File: config.mk
export PLATFORM = sky130hd
export DESIGN_NAME = ind_balance_assigner
export DESIGN_NICKNAME = d
export VERILOG_FILES = /design/src/rtl/iba_pkg.sv /design/src/rtl/iba_rank_unit.sv /design/src/rtl/iba_phase_order.sv /design/src/rtl/iba_switch_map.sv /design/src/rtl/ind_balance_assigner.sv
export SDC_FILE = /design/constraint.sdc
export NUM_CORES = 1
export LEC_CHECK = 0
export ABC_AREA = 1
export BUFFER_PORTS_ARGS = -buffer_cell sky130_fd_sc_hd__buf_2
export CAP_MARGIN = 20
export CORE_MARGIN = 2
export CORE_UTILIZATION = 45
export DETAILED_ROUTE_END_ITERATION = 10
export PLACE_DENSITY = 0.8
export REMOVE_ABC_BUFFERS = 1
export SETUP_SLACK_MARGIN = 0.5
export SYNTH_ARGS = -nofsm -noshare
export SYNTH_HDL_FRONTEND = slang
export SYNTH_SLANG_ARGS = --single-unit
File: constraint.sdc
create_clock -name clk -period 2.9 [get_ports clk]
set_clock_uncertainty 0.15 [all_clocks]
set_input_delay 0.29 -clock clk [delete_from_list [all_inputs] [get_ports clk]]
set_output_delay 0.29 -clock clk [all_outputs]
set_load 0.02 [all_outputs]
File: src/rtl/iba_pkg.sv
`timescale 1ns/1ps
package iba_pkg;

  typedef enum logic [1:0] {ST_IDLE, ST_RANK, ST_PUBLISH} seq_state_t;

  localparam logic [1:0] PH_A = 2'd0;
  localparam logic [1:0] PH_B = 2'd1;
  localparam logic [1:0] PH_C = 2'd2;

  // Even codes share the upper switch of the peak phase across all modules.
  function automatic logic upper_is_common(input logic [2:0] code);
    return ~code[0];
  endfunction

  // Phase at its extreme for each sixth; codes 6 and 7 alias 0 and 3.
  function automatic logic [1:0] peak_phase(input logic [2:0] code);
    case (code)
      3'd2, 3'd5: return PH_B;
      3'd1, 3'd4: return PH_C;
      default:    return PH_A;
    endcase
  endfunction

  function automatic logic [2:0] phase_onehot(input logic [1:0] ph);
    case (ph)
      PH_B:    return 3'b010;
      PH_C:    return 3'b100;
      default: return 3'b001;
    endcase
  endfunction

  // Slot of the ordered phase list that a module of the given rank fills.
  function automatic logic [1:0] pick_slot(input int rank, input int c0, input int c1);
    if (rank < c0)      return 2'd0;
    if (rank < c0 + c1) return 2'd1;
    return 2'd2;
  endfunction

endpackage

File: src/rtl/iba_rank_unit.sv
`timescale 1ns/1ps
module iba_rank_unit #(
  parameter int NMOD = 3,
  parameter int DW   = 16,
  parameter int IW   = 2,
  parameter int RW   = 2
) (
  input  logic [NMOD*DW-1:0] cur_flat,
  input  logic [IW-1:0]      sel_idx,
  output logic [RW-1:0]      rank
);

  logic signed [DW-1:0] own_cur;
  logic [NMOD-1:0]      beats;

  assign own_cur = $signed(cur_flat[sel_idx*DW +: DW]);

  genvar j;
  generate
    for (j = 0; j < NMOD; j++) begin : g_cmp
      logic signed [DW-1:0] other_cur;
      assign other_cur = $signed(cur_flat[j*DW +: DW]);
      assign beats[j] = (other_cur < own_cur) ||
                        ((other_cur == own_cur) && (IW'(j) < sel_idx));
    end
  endgenerate

  always_comb begin
    rank = '0;
    for (int k = 0; k < NMOD; k++) rank = rank + RW'(beats[k]);
  end

endmodule

File: src/rtl/iba_phase_order.sv
`timescale 1ns/1ps
module iba_phase_order #(
  parameter int DW = 16
) (
  input  logic [3*DW-1:0] v_flat,
  input  logic            descending,
  output logic [5:0]      ord
);

  logic signed [DW-1:0] va, vb, vc;
  logic ab, ac, bc;
  logic [1:0] pos_a, pos_b, pos_c;

  assign va = $signed(v_flat[0*DW +: DW]);
  assign vb = $signed(v_flat[1*DW +: DW]);
  assign vc = $signed(v_flat[2*DW +: DW]);

  // "x before y" for x of lower letter: ties keep letter order.
  assign ab = descending ? (va >= vb) : (va <= vb);
  assign ac = descending ? (va >= vc) : (va <= vc);
  assign bc = descending ? (vb >= vc) : (vb <= vc);

  assign pos_a = {1'b0, ~ab} + {1'b0, ~ac};
  assign pos_b = {1'b0,  ab} + {1'b0, ~bc};
  assign pos_c = {1'b0,  ac} + {1'b0,  bc};

  always_comb begin
    ord = '0;
    ord[pos_a*2 +: 2] = 2'd0;
    ord[pos_b*2 +: 2] = 2'd1;
    ord[pos_c*2 +: 2] = 2'd2;
  end

endmodule

File: src/rtl/iba_switch_map.sv
`timescale 1ns/1ps
module iba_switch_map import iba_pkg::*; #(
  parameter int NMOD = 3,
  parameter int RW   = 2,
  parameter int CW   = 2
) (
  input  logic [NMOD*RW-1:0] rank_flat,
  input  logic [5:0]         ord,
  input  logic [CW-1:0]      c0,
  input  logic [CW-1:0]      c1,
  input  logic               upper_common,
  input  logic [1:0]         peak,
  output logic [3*NMOD-1:0]  up_sel,
  output logic [3*NMOD-1:0]  low_sel
);

  logic [2:0] common_oh;
  assign common_oh = phase_onehot(peak);

  genvar k;
  generate
    for (k = 0; k < NMOD; k++) begin : g_mod
      logic [1:0] slot;
      logic [1:0] ph;
      logic [2:0] dist_oh;
      always_comb begin
        slot    = pick_slot(int'(rank_flat[k*RW +: RW]), int'(c0), int'(c1));
        ph      = ord[slot*2 +: 2];
        dist_oh = phase_onehot(ph);
      end
      assign up_sel[3*k +: 3]  = upper_common ? common_oh : dist_oh;
      assign low_sel[3*k +: 3] = upper_common ? dist_oh   : common_oh;
    end
  endgenerate

endmodule

File: src/rtl/ind_balance_assigner.sv
`timescale 1ns/1ps
module ind_balance_assigner import iba_pkg::*; #(
  parameter int NMOD = 3,
  parameter int DW   = 16,
  parameter int CW   = $clog2(NMOD + 1)
) (
  input  logic                 clk,
  input  logic                 rst_n,
  input  logic                 pwm_change,
  input  logic [2:0]           interval_code,
  input  logic [6*CW-1:0]      sw_count,
  input  logic [NMOD*DW-1:0]   i_upper,
  input  logic [NMOD*DW-1:0]   i_lower,
  input  logic [3*DW-1:0]      v_phase,
  output logic [3*NMOD-1:0]    up_sel,
  output logic [3*NMOD-1:0]    low_sel,
  output logic                 sel_valid
);

  localparam int RW = $clog2(NMOD + 1);
  localparam int IW = (NMOD > 1) ? $clog2(NMOD) : 1;
  localparam logic [IW-1:0] LAST_IDX = IW'(NMOD - 1);

  seq_state_t          state_q;
  logic [IW-1:0]       idx_q;
  logic [NMOD*DW-1:0]  cur_q;
  logic [5:0]          ord_q;
  logic [CW-1:0]       c0_q, c1_q;
  logic                ucom_q;
  logic [1:0]          peak_q;
  logic [RW-1:0]       rank_q [NMOD];
  logic [NMOD*RW-1:0]  rank_flat;

  // Named events for the checker.
  logic accept_ev, rank_step_ev, publish_ev;
  assign rank_step_ev = (state_q == ST_RANK);
  assign publish_ev   = (state_q == ST_PUBLISH);
  assign accept_ev    = pwm_change && !rank_step_ev;

  // Live decode used at capture.
  logic        ucom_w;
  logic [1:0]  peak_w;
  logic [5:0]  ord_w;
  logic [CW-1:0] dcnt [3];
  logic [CW-1:0] c0_w, c1_w;

  assign ucom_w = upper_is_common(interval_code);
  assign peak_w = peak_phase(interval_code);

  iba_phase_order #(.DW(DW)) u_order (
    .v_flat     (v_phase),
    .descending (ucom_w),
    .ord        (ord_w)
  );

  always_comb begin
    for (int p = 0; p < 3; p++)
      dcnt[p] = sw_count[(2*p + (ucom_w ? 1 : 0))*CW +: CW];
  end
  assign c0_w = dcnt[ord_w[1:0]];
  assign c1_w = dcnt[ord_w[3:2]];

  // One module ranked per cycle.
  logic [RW-1:0] rank_w;
  iba_rank_unit #(.NMOD(NMOD), .DW(DW), .IW(IW), .RW(RW)) u_rank (
    .cur_flat (cur_q),
    .sel_idx  (idx_q),
    .rank     (rank_w)
  );

  always_comb begin
    for (int k = 0; k < NMOD; k++) rank_flat[k*RW +: RW] = rank_q[k];
  end

  logic [3*NMOD-1:0] map_up, map_low;
  iba_switch_map #(.NMOD(NMOD), .RW(RW), .CW(CW)) u_map (
    .rank_flat    (rank_flat),
    .ord          (ord_q),
    .c0           (c0_q),
    .c1           (c1_q),
    .upper_common (ucom_q),
    .peak         (peak_q),
    .up_sel       (map_up),
    .low_sel      (map_low)
  );

  always_ff @(posedge clk or negedge rst_n) begin
    if (!rst_n) begin
      state_q   <= ST_IDLE;
      idx_q     <= '0;
      cur_q     <= '0;
      ord_q     <= 6'b10_01_00;
      c0_q      <= '0;
      c1_q      <= '0;
      ucom_q    <= 1'b1;
      peak_q    <= PH_A;
      up_sel    <= {NMOD{3'b001}};
      low_sel   <= {NMOD{3'b001}};
      sel_valid <= 1'b0;
      for (int k = 0; k < NMOD; k++) rank_q[k] <= '0;
    end else begin
      sel_valid <= publish_ev;
      if (publish_ev) begin
        up_sel  <= map_up;
        low_sel <= map_low;
      end
      if (rank_step_ev) begin
        rank_q[idx_q] <= rank_w;
        if (idx_q == LAST_IDX) begin
          idx_q   <= '0;
          state_q <= ST_PUBLISH;
        end else begin
          idx_q <= idx_q + 1'b1;
        end
      end else if (accept_ev) begin
        cur_q   <= ucom_w ? i_lower : i_upper;
        ord_q   <= ord_w;
        c0_q    <= c0_w;
        c1_q    <= c1_w;
        ucom_q  <= ucom_w;
        peak_q  <= peak_w;
        idx_q   <= '0;
        state_q <= ST_RANK;
      end else if (publish_ev) begin
        state_q <= ST_IDLE;
      end
    end
  end

endmodule

==> impl_metrics.env <==
export IMPL_status="finished with violations"
export IMPL_violations="setup timing"
export IMPL_drv_cap=0
export IMPL_clock_latency_ns=0.36
export IMPL_crit_required_ns=3.03
export IMPL_synth_area_um2=7284
export IMPL_fin_tns_setup_ns=-1.285
export IMPL_report_power_total_w=0.01230
export IMPL_min_period_ns=3.163
export IMPL_firstDrtPassIters=5
export IMPL_rrSetupSlack_ns=-0.26
export IMPL_clockBufferDepth=2
export IMPL_yosysSeqAreaShare_pct=31.07
export IMPL_drc=0
export IMPL_cts_tree="built"
export IMPL_routed_via_density=5.086
export IMPL_synth_edff_count=0
export IMPL_initial_core_util_pct=46.02
export IMPL_n_fill_cell=1384
export IMPL_place_congestion=0.8908
export IMPL_grt_max_degree=67
export IMPL_vdd_drop_max_mv=0.5649
export IMPL_avgSynthCellArea_um2=7.255
export IMPL_r2r_end="rank_flat[2]$_DFFE_PN0P_"
export IMPL_holdPathStages=3
export IMPL_die_y_um=131.2
export IMPL_cts_sinks=90
export IMPL_dp_hpwl_um=14870
export IMPL_area_growth_pct=35.95
export IMPL_synthArstFlopShare_pct=100.0
export IMPL_die_area_um2=17220
export IMPL_hold_class="in -> reg"
export IMPL_whs_ns=0.03699
export IMPL_register_area_um2=2265
export IMPL_worstHoldStart="i_lower[38]"
export IMPL_holdPathEnd="cur_q[38]$_DFFE_PN0P_"
export IMPL_setup_viol=6
export IMPL_fin_crit_sh_pct=109.1
export IMPL_placed_cell_area_um2=8791
export IMPL_slew_violations=0
export IMPL_worst_slack_ns=-0.2634
export IMPL_core_area_um2=15830
export IMPL_synth_top_flop_cell="dfrtp_1"
export IMPL_yosys_top_cells_area="dfrtp_1, ha_1, nand2_1"
export IMPL_tightest_slew_ns=0.6967
export IMPL_dp_cells=1428
export IMPL_worst_setup_path_start_kind="flop"
export IMPL_io_pins=181
export IMPL_overflow=0
export IMPL_max_slew_margin_rel_pct=53.55
export IMPL_ys_warn_count=0
export IMPL_wirelength_um=20050
export IMPL_chipWidth_um=131.2
export IMPL_hold_violations=0
export IMPL_synth_cell_type_count=45
export IMPL_synth_top_area_share_pct=27.83
export IMPL_timing_fmax_mhz=316.1
export IMPL_p_per_area_nw_per_um2=1242
export IMPL_multiInputGateArea_um2=5101
export IMPL_h_tree_depth=3
export IMPL_post_drt_wl_per_cell_um=13.74
export IMPL_synth_seq_cells=90
export IMPL_rsz0062_at_grt="yes"
export IMPL_cts_buffers=9
export IMPL_finish_net_count=1516
export IMPL_path_clk_slew_ns=0.07
export IMPL_crit_fanout=6
export IMPL_synth_cells=1004
export IMPL_ant_nets=0
export IMPL_num_vias=7426
export IMPL_clockRootBuffer="clkbuf_16"
export IMPL_timing_rr_start="idx_q[1]$_DFFE_PN0P_"
export IMPL_grt_antenna_before_repair=0
export IMPL_drive_gt1_share_pct=34.73
export IMPL_io_buffer_count=180
export IMPL_synth_common_cells="nand2_1, nor2_1, ha_1, inv_1, a21oi_1"
export IMPL_stdcell_area_um2=9903
export IMPL_num_rows=46
export IMPL_grt_pass1_vias=7071
export IMPL_endpoint_kind="flop"
export IMPL_yosysTopAreaCell="dfrtp_1"
export IMPL_drtIter0Drc=291
export IMPL_grt_use_total_pct=22.86
export IMPL_crit_arrival_ns=3.30
export IMPL_yosys_cell_count_top_type="nand2_1"
export IMPL_worstRegToRegCells=16
export IMPL_critPathKind="reg -> reg"
export IMPL_p_leak_nw=5.034
export IMPL_antennaDiodeCount=0
export IMPL_grt_first_pass_wirelength_um=32510
export IMPL_layout_cells_non_filler=1460
## final cells by class
cell class	count	share of cell area [%]
Multi-Input combinational cell	773	51.51
Sequential cell	90	22.87
Timing Repair Buffer	255	15.46
Inverter	110	4.220
Tap cell	216	2.729
Clock buffer	9	2.274
Clock inverter	7	0.9349
## cells by family after synthesis
family,Yosys count,share of synthesized area [%]
and+or+nand+nor,468,26.28
AOI/OAI and AO/OA,183,14.33
buffers and inverters,141,7.454
adders and majority gates,115,19.96
DFF,90,31.07
muxes,4,0.5497
xor gates and xnor gates,3,0.3608
## metal layers
| metal | vias up | part of all wire [%] | GRT usage [%] |
|---|---|---|---|
| met5 | - | 0 | 0 |
| met4 | 0 | 1.8 | 7.186 |
| met3 | 33 | 4.1 | 2.971 |
| met2 | 171 | 49 | 38.89 |
| met1 | 3439 | 45 | 30.31 |
| li1 | 3783 | - | - |
## worst max-delay path by stage
stage	slack (ns)	start	cells after the start	end
4_1_cts	-0.17	idx_q[1]$_DFFE_PN0P_	18	rank_flat[2]$_DFFE_PN0P_
3_3_place_gp	-0.23	idx_q[0]$_DFFE_PN0P_	19	rank_flat[2]$_DFFE_PN0P_
6_report	-0.26	idx_q[1]$_DFFE_PN0P_	16	rank_flat[2]$_DFFE_PN0P_
2_1_floorplan	-2.50	state_q[0]$_DFFE_PN0P_	6	peak_q[1]$_DFFE_PN0P_
3_5_place_dp	-0.34	idx_q[1]$_DFFE_PN0P_	19	rank_flat[0]$_DFFE_PN0P_
5_1_grt	-0.44	idx_q[0]$_DFFE_PN0P_	19	rank_flat[0]$_DFFE_PN0P_
## registers in the layout (all words and copies together), names as in the netlist, 2 cells and up
| register | cells |
|---|---|
| cur_q | 48 |
| up_sel | 9 |
| rank_flat | 6 |
| state_q | 2 |
| low_sel | 9 |
| idx_q | 2 |
| c1_q | 2 |
| ord_q | 6 |
| peak_q | 2 |
| c0_q | 2 |
## cell usage in the layout (no fill, tap or decap), drive strengths merged, types with 2 or more instances in the layout
cell type	instances
nor2	132
dfrtp	81
fa	2
clkbuf	9
inv	110
clkinv	5
nand2	291
ha	113
nand4	7
buf	253
o211ai	5
a21oi	85
nand3b	3
nand3	17
o21a	3
xor2	2
a31oi	49
a211oi	2
bufinv	2
mux2i	4
a21o	2
o221ai	2
dlygate4sd3	2
nor4	4
nor3	13
dfstp	9
o21ai	30
## where the power goes
part           total (W)  internal [W]  switching [W]
Sequential       0.00253       0.00194       0.000591
Clock            0.00128      0.000755       0.000527
Combinational    0.00849       0.00376        0.00473
Total             0.0123       0.00645        0.00585
## per-stage QoR
step	setup slack (ns)	util, %
after global placement	-0.2298	55.54
final	-0.2634	62.57
after detailed placement	-0.3429	55.54
after CTS	-0.1712	59.75
after floorplan	-2.505	-
after global routing	-0.4364	62.57
## critical path, cell delays in order (launching register included)
cell and delay [ns]:
dfrtp_2 0.45, nor2_2 0.16, buf_6 0.15, buf_4 0.13
nand2_1 0.08, nand2_2 0.10, a21oi_4 0.05, ha_1 0.32
buf_4 0.12, nand3_2 0.10, o211ai_1 0.24, nand2_1 0.09
nand2_2 0.09, o221ai_2 0.10, fa_1 0.57, inv_1 0.06
o21ai_1 0.13
## repair_timing
item	CTS	global route
hold buffers	2	0
pin swaps	53	57
setup buffers	7	7
endpoints found under the setup margin	28	30
hold endpoints to repair	44	0
gates resized for setup	69	103
(Power assumes the default switching activity.)
